[config.mk]
export PLATFORM = sky130hd
export DESIGN_NAME = evctr_unit
export DESIGN_NICKNAME = d
export VERILOG_FILES = /design/src/rtl/evctr_pkg.sv /design/src/rtl/evctr_rst_sync.sv /design/src/rtl/evctr_cycles.sv /design/src/rtl/evctr_slot.sv /design/src/rtl/evctr_unit.sv
export SDC_FILE = /design/constraint.sdc
export NUM_CORES = 1
export LEC_CHECK = 0
export BUFFER_PORTS_ARGS = -buffer_cell sky130_fd_sc_hd__buf_2
export CORE_UTILIZATION = 50
export DETAILED_ROUTE_END_ITERATION = 10
export MAX_ROUTING_LAYER = met4
export PLACE_DENSITY = 0.83
export SLEW_MARGIN = 0
export SYNTH_ARGS = -nofsm -noshare
export SYNTH_HDL_FRONTEND = slang
export SYNTH_SLANG_ARGS = --single-unit
export TNS_END_PERCENT = 100
[constraint.sdc]
create_clock -name clk -period 2.8 [get_ports clk]
set_input_delay 0.56 -clock clk [delete_from_list [all_inputs] [get_ports clk]]
set_output_delay 0.56 -clock clk [all_outputs]
set_load 0.02 [all_outputs]
[src/rtl/evctr_pkg.sv]
package evctr_pkg;
  parameter int NUM_THREADS = 4;
  parameter int EVT_W       = 4;
  parameter int CNT_W       = 24;
  parameter int DATA_W      = 32;
  parameter int NUM_CTR     = 2;
  parameter int NUM_EVT     = 1 << EVT_W;
  parameter int INC_W       = $clog2(NUM_THREADS + 1);
  parameter int REG_SH      = 3;   // 8-byte register stride

  typedef struct packed {
    logic [EVT_W-1:0]       sel;
    logic [NUM_THREADS-1:0] mask;
    logic [CNT_W-1:0]       cnt;
  } ctr_word_t;
endpackage

[src/rtl/evctr_rst_sync.sv]
module evctr_rst_sync (
  input  logic clk,
  input  logic rst_n,
  output logic rst_sync_n
);
  logic [1:0] stage_q;

  always_ff @(posedge clk or negedge rst_n) begin
    if (!rst_n) stage_q <= 2'b00;
    else        stage_q <= {stage_q[0], 1'b1};
  end

  assign rst_sync_n = stage_q[1];
endmodule

[src/rtl/evctr_cycles.sv]
module evctr_cycles
  import evctr_pkg::*;
(
  input  logic              clk,
  input  logic              rst_n,
  input  logic              active,
  output logic [DATA_W-1:0] cyc_o
);
  logic [DATA_W-1:0] cyc_q, cyc_d;

  always_comb begin
    cyc_d = cyc_q + {{(DATA_W-1){1'b0}}, 1'b1};
  end

  always_ff @(posedge clk or negedge rst_n) begin
    if (!rst_n)      cyc_q <= '0;
    else if (active) cyc_q <= cyc_d;
  end

  assign cyc_o = cyc_q;

  assert_cyc_hold_R9: assert property (@(posedge clk) disable iff (!rst_n)
    !active |=> $stable(cyc_o));
  assert_cyc_moves_R9: assert property (@(posedge clk) disable iff (!rst_n)
    active |=> (cyc_o != $past(cyc_o)));
endmodule

[src/rtl/evctr_slot.sv]
module evctr_slot
  import evctr_pkg::*;
#(
  parameter bit               LEGACY     = 1'b0,
  parameter logic [NUM_EVT-1:0] GLOBAL_EVT = 16'hC000
) (
  input  logic                           clk,
  input  logic                           rst_n,
  input  logic [NUM_THREADS*NUM_EVT-1:0] thr_evt,
  input  logic [NUM_EVT-1:0]             core_evt,
  input  logic                           wr_en,
  input  logic [DATA_W-1:0]              wdata,
  input  logic                           irq_clr,
  output ctr_word_t                      word_o,
  output logic                           irq_o
);
  ctr_word_t              word_q, word_d;
  logic                   irq_q, irq_d;
  logic [NUM_THREADS-1:0] hits;
  logic [INC_W-1:0]       inc;
  logic [CNT_W:0]         sum;
  logic                   wrap;

  for (genvar t = 0; t < NUM_THREADS; t++) begin : g_thr
    logic [NUM_EVT-1:0] row;
    assign row     = thr_evt[t*NUM_EVT +: NUM_EVT];
    assign hits[t] = word_q.mask[t] & row[word_q.sel];
  end

  always_comb begin
    if (GLOBAL_EVT[word_q.sel]) inc = {{(INC_W-1){1'b0}}, core_evt[word_q.sel]};
    else                        inc = INC_W'($countones(hits));
    sum  = {1'b0, word_q.cnt} + {{(CNT_W+1-INC_W){1'b0}}, inc};
    wrap = sum[CNT_W];
  end

  always_comb begin
    word_d = word_q;
    if (wr_en) begin
      word_d = ctr_word_t'(wdata);
      if (LEGACY) word_d.cnt = '0;
    end else begin
      word_d.cnt = sum[CNT_W-1:0];
    end
  end

  always_comb begin
    if (LEGACY) irq_d = 1'b0;
    else        irq_d = (irq_q & ~irq_clr) | (~wr_en & wrap);
  end

  always_ff @(posedge clk or negedge rst_n) begin
    if (!rst_n) begin
      word_q <= '0;
      irq_q  <= 1'b0;
    end else begin
      word_q <= word_d;
      irq_q  <= irq_d;
    end
  end

  assign word_o = word_q;
  assign irq_o  = irq_q;

  assert_wrap_irq_R5: assert property (@(posedge clk) disable iff (!rst_n)
    (!LEGACY && !wr_en && (word_q.cnt == {CNT_W{1'b1}}) && (inc != '0)) |=> irq_o);
  assert_irq_sticky_R6: assert property (@(posedge clk) disable iff (!rst_n)
    (irq_o && !irq_clr) |=> irq_o);
  assert_stopped_R4: assert property (@(posedge clk) disable iff (!rst_n)
    (!wr_en && (word_q.sel == '0) && (word_q.mask == '0)) |=> $stable(word_o.cnt));
  assert_write_wins_R7: assert property (@(posedge clk) disable iff (!rst_n)
    wr_en |=> ({word_o.sel, word_o.mask} == $past(wdata[DATA_W-1:CNT_W])));
  assert_legacy_quiet_R10: assert property (@(posedge clk) disable iff (!rst_n)
    LEGACY |-> !irq_o);
endmodule

[src/rtl/evctr_unit.sv]
module evctr_unit
  import evctr_pkg::*;
#(
  parameter bit                 LEGACY     = 1'b0,
  parameter logic [NUM_EVT-1:0] GLOBAL_EVT = 16'hC000,
  parameter int                 ADDR_W     = 5
) (
  input  logic                           clk,
  input  logic                           rst_n,
  input  logic [NUM_THREADS*NUM_EVT-1:0] thr_evt,
  input  logic [NUM_EVT-1:0]             core_evt,
  input  logic                           thr_active,
  input  logic [ADDR_W-1:0]              bus_addr,
  input  logic                           bus_we,
  input  logic [DATA_W-1:0]              bus_wdata,
  output logic [DATA_W-1:0]              bus_rdata,
  output logic [NUM_CTR-1:0]             irq_ovf
);
  localparam int IDX_W = ADDR_W - REG_SH;
  localparam logic [IDX_W-1:0] IDX_CYC  = IDX_W'(NUM_CTR);
  localparam logic [IDX_W-1:0] IDX_STAT = IDX_W'(NUM_CTR + 1);

  logic              rst_q_n;
  logic [IDX_W-1:0]  reg_idx;
  logic              stat_we;
  logic [DATA_W-1:0] cyc;
  ctr_word_t         words [NUM_CTR];

  assign reg_idx = bus_addr[ADDR_W-1:REG_SH];
  assign stat_we = bus_we && (reg_idx == IDX_STAT);

  evctr_rst_sync u_rst (.clk(clk), .rst_n(rst_n), .rst_sync_n(rst_q_n));

  for (genvar c = 0; c < NUM_CTR; c++) begin : g_ctr
    logic wr_c;
    assign wr_c = bus_we && (reg_idx == IDX_W'(c));
    evctr_slot #(.LEGACY(LEGACY), .GLOBAL_EVT(GLOBAL_EVT)) u_slot (
      .clk     (clk),
      .rst_n   (rst_q_n),
      .thr_evt (thr_evt),
      .core_evt(core_evt),
      .wr_en   (wr_c),
      .wdata   (bus_wdata),
      .irq_clr (stat_we && bus_wdata[c]),
      .word_o  (words[c]),
      .irq_o   (irq_ovf[c])
    );
  end

  evctr_cycles u_cyc (.clk(clk), .rst_n(rst_q_n), .active(thr_active), .cyc_o(cyc));

  always_comb begin
    bus_rdata = '0;
    for (int c = 0; c < NUM_CTR; c++)
      if (reg_idx == IDX_W'(c)) bus_rdata = words[c];
    if (reg_idx == IDX_CYC)  bus_rdata = cyc;
    if (reg_idx == IDX_STAT) bus_rdata = {{(DATA_W-NUM_CTR){1'b0}}, irq_ovf};
  end

  assert_reset_clear_R11: assert property (@(posedge clk)
    !rst_q_n |=> (irq_ovf == '0) || !rst_q_n);
endmodule

==> flow_metrics.py <==
metrics = {
    "floorplanning": {
        "initial_core_util_pct": 51.12,
        "design.core.area_um2": 13240,
        "die_w_um": 118.4,
        "num_io_pins": 155,
        "die_h_um": 118.4,
        "design.die.area_um2": 14010,
        "std_cell_rows": 42,
    },
    "outcome": {
        "failed_checks": "design-rule violations, negative setup slack",
        "status": "complete, but fails checks",
    },
    "placement": {
        "gp_routability_congestion": 0.8786,
        "place_ws_ps": -1612,
        "dpl.hpwl_mm": 13.94,
        "place_area_um2": 8000,
        "placed_cells_incl_taps": 983,
        "buffer_ports.inserted": 137,
    },
    "routing": {
        "drtAntennaViolNets": 0,
        "wl_per_cell_um": 21.02,
        "drtIter0Drc": 590,
        "dr_total_vias": 6200,
        "vias_per_cell": 6.139,
        "first_pass_iters": 9,
        "postRouteWirelength_mm": 21.23,
        "route.detailed.drc": 1,
    },
    "clocking": {
        "tritoncts": "yes",
        "h_tree_levels": 3,
        "cts.clk_slew.worst_paths_ps": 80,
        "clock_path_buffers": 2,
        "cts.root.buffer_cell": "clkbuf_16",
        "cts_sinks": 100,
        "cts-buffers-inserted": 9,
        "clk_latency_ps": 350,
    },
    "global_routing": {
        "grt_usage_pct": 31.83,
        "antenna_found_initial": 0,
        "global_route_wire_length_before_repair_mm": 33.25,
        "via_count_of_the_first_global_routing_pass": 6548,
        "maximum_number_of_pins_on_one_net_before_global_route_repair": 75,
        "grt-ovfl-total": 0,
    },
    "setup_path": {
        "critPathSlowestCell": "fa_1",
        "critical-path-max-stage-delay_ps": 530,
        "critical_path_buf_inv_count": 5,
        "worst-endpoint-arrival_ps": 4530,
        "path_type_of_the_worst_setup_path": "flop to flop",
        "timing.critical_path.fanout_max": 8,
        "critical_path.top_delay_family": "adder cells",
        "cp_common_cell": "ha_4",
        "startpoint_type": "flop",
        "crit_chain": "buf_12, buf_12, mux4_2, mux4_2, and2_4, ha_4, ha_4, fa_1, nand2_2, inv_2, ha_4, a211oi_4, nor3_4, buf_4, buf_6, nand4_1, xor2_1, a21oi_1",
        "critical_path_required_ps": 3030,
        "endpoint_kind": "flop",
    },
    "synth": {
        "syn-cell-area_um2": 6770,
        "synth_area_per_cell_um2": 10.21,
        "synth_simple_gate_area_share_pct": 18.20,
        "synth_top_family_by_area": "multiplexers",
        "post_synth_mux_area_share_pct": 21.20,
        "synthesis.yosys.warnings": 0,
        "synth-adder-area-share_pct": 3.585,
        "synth.yosys.seq_area_share_pct": 36.96,
        "synthFlopType": "dfrtp_1",
        "synth-xor-area-share_pct": 9.573,
        "synth_compound_area_share_pct": 7.023,
        "synth_seq_cells": 100,
        "synth.distinct_cells": 41,
        "asyncSetResetFlopFracSynth_pct": 100.0,
        "synth_enable_flop_cells": 0,
        "synthesis.instances": 663,
        "syn_nets": 801,
    },
    "sta": {
        "layout_setup_ws_ps": -1506,
        "post-route-period-util_pct": 153.8,
        "skew_ps": 14.89,
        "finalCriticalPeriod_ps": 4306,
        "relSlewSlack_pct": 44.13,
        "rsz_0062_raised_after_global_routing": "yes",
        "clock.fmax_mhz": 232.3,
        "final-hold-violation-count": 0,
        "setup_violation_total_in_the_final_timing_report": 50,
        "slew_violations": 0,
        "transition_time_at_the_pin_with_the_least_slew_margin_ps": 831.8,
    },
    "final_layout": {
        "syn2layout_area_growth_pct": 31.42,
        "design.final.nets": 967,
        "antenna-diode-count": 0,
        "post_layout_nonfiller_instances": 1010,
        "fin_area_um2": 8897,
        "layout-drive-gt1-share_pct": 41.25,
    },
    "pwr": {
        "leakagePower_nw": 3.925,
        "powerDensity_nw_per_um2": 735.3,
        "total_power_w": 0.006542,
        "vdd_ir_drop_max_mv": 0.4059,
    },
    "job": {
        "maxCapViolations": 0,
    },
    "worst_hold_path": {
        "holdCritPathClass": "flop to asynchronous set/reset pin",
    },
}
==> stage by stage <==
step	setup TNS, ps	hold WS, ps	utilization (%)
floorplan	-48260	264.4	-
global placement	-62300	243.9	60.41
detailed placement	-65730	252.3	60.41
CTS	-57580	256.2	66.15
global route	-66530	282.0	67.19
finish	-61500	243.4	67.19
==> final timing paths <==
check	startpoint	to	slack (ps)	cells after the start
worst max-delay path	g_ctr[1].u_slot.word_o[28]	g_ctr[1].u_slot.word_o[13]	-1510	18
worst min-delay path	u_rst.stage_q[1]	g_ctr[1].u_slot.word_o[27]	240	0
worst max register to register	g_ctr[1].u_slot.word_o[28]	g_ctr[1].u_slot.word_o[13]	-1510	18
worst min register to register	u_rst.stage_q[1]	g_ctr[1].u_slot.word_o[27]	240	0
max in group asynchronous	u_rst.stage_q[1]	g_ctr[1].u_slot.word_o[3]	1840	1
min in group clk	u_rst.stage_q[0]	u_rst.stage_q[1]	350	0
==> cell usage in the layout, fill, tap and decap left out, types with 17 or more instances in the layout <==
| cell | Yosys | layout |
|---|---|---|
| o21ai_0 | 54 | 30 |
| xor2_1 | 38 | 36 |
| mux4_2 | 30 | 39 |
| nand4_1 | 24 | 24 |
| xnor2_1 | 36 | 32 |
| nor2_1 | 39 | 35 |
| nand2_1 | 105 | 95 |
| a21oi_1 | 27 | 22 |
| o21ai_1 | 0 | 20 |
| nand3_1 | 30 | 17 |
| mux2i_1 | 32 | 32 |
| buf_2 | 4 | 137 |
| dfrtp_1 | 100 | 97 |
| buf_4 | 2 | 34 |
==> cell families (layout without fill, tap and decap cells) <==
| group | count (synthesis) | count (layout) |
|---|---|---|
| AND/OR/NAND/NOR | 248 | 248 |
| AO/OA/AOI/OAI | 90 | 90 |
| other | 1 | 1 |
| XOR/XNOR | 74 | 74 |
| multiplexers | 85 | 85 |
| flip-flops | 100 | 100 |
| adder cells (fa/ha/maj) | 17 | 17 |
| buffers and inverters | 48 | 219 |
==> flip-flops by register name (all words and copies together) (netlist names) <==
signal,cells
g_ctr.u_slot.word_o,64
u_cyc.cyc_o,32
g_ctr.u_slot.irq_o,2
u_rst.stage_q,2
==> worst reg2reg max path, delay by kind of cell, from the launching register on <==
family | cells | cell delay (ps)
mux | 2 | 980
compound gates | 2 | 350
flops | 1 | 430
fa+ha+maj | 4 | 1120
xor+xnor | 1 | 230
simple gates | 4 | 440
buf+inv | 5 | 630
==> synth_stat cells (11+ instances only) <==
master    instances  area [um2]
a21oi_1          27       135.1
and2_1           12       75.07
clkbuf_1         22       82.58
o21ai_0          54       270.3
ha_1             13       162.7
nand4_1          24       150.1
mux2_2           11       123.9
nand3_1          30       150.1
and3_1           12       75.07
nor2_1           39       146.4
nand2_1         105       394.1
mux2i_1          32       320.3
dfrtp_1         100        2502
xor2_1           38       332.8
mux4_2           30       675.7
xnor2_1          36       315.3
mux4_1           12       315.3
==> power by group <==
group          leakage [nW]  switching (W)  internal, W
logic                  2.55        0.00145      0.00163
registers              1.23       0.000459      0.00174
clock network         0.140       0.000561     0.000698
==> final cells by class <==
class,instances,area [um2]
Clock buffer,11,232.7
Clock inverter,5,60.06
Fill cell,975,4345
Inverter,9,33.78
Multi-Input combinational cell,515,4512
Sequential cell,100,2509
Tap cell,176,220.2
Timing Repair Buffer,194,1330
==> layer usage <==
layer / track usage [%] / vias up / wire, um
met1: 36.62 / 3019 / 7725
met4: 12.82 / 0 / 926
li1: - / 2712 / -
met5: - / - / 0
met3: 5.550 / 93 / 1748
met2: 55.11 / 376 / 10830
==> timing repair <==
| action | CTS | global route |
|---|---|---|
| endpoints found under the setup margin | 50 | 50 |
| hold buffers | 1 | 0 |
| gates resized for setup | 65 | 32 |
| setup buffers | 6 | 5 |
| cloned | 4 | 0 |
| pin swaps | 37 | 26 |
| hold endpoints to repair | 2 | 0 |
Note: power is estimated with default switching activity, not from simulation.
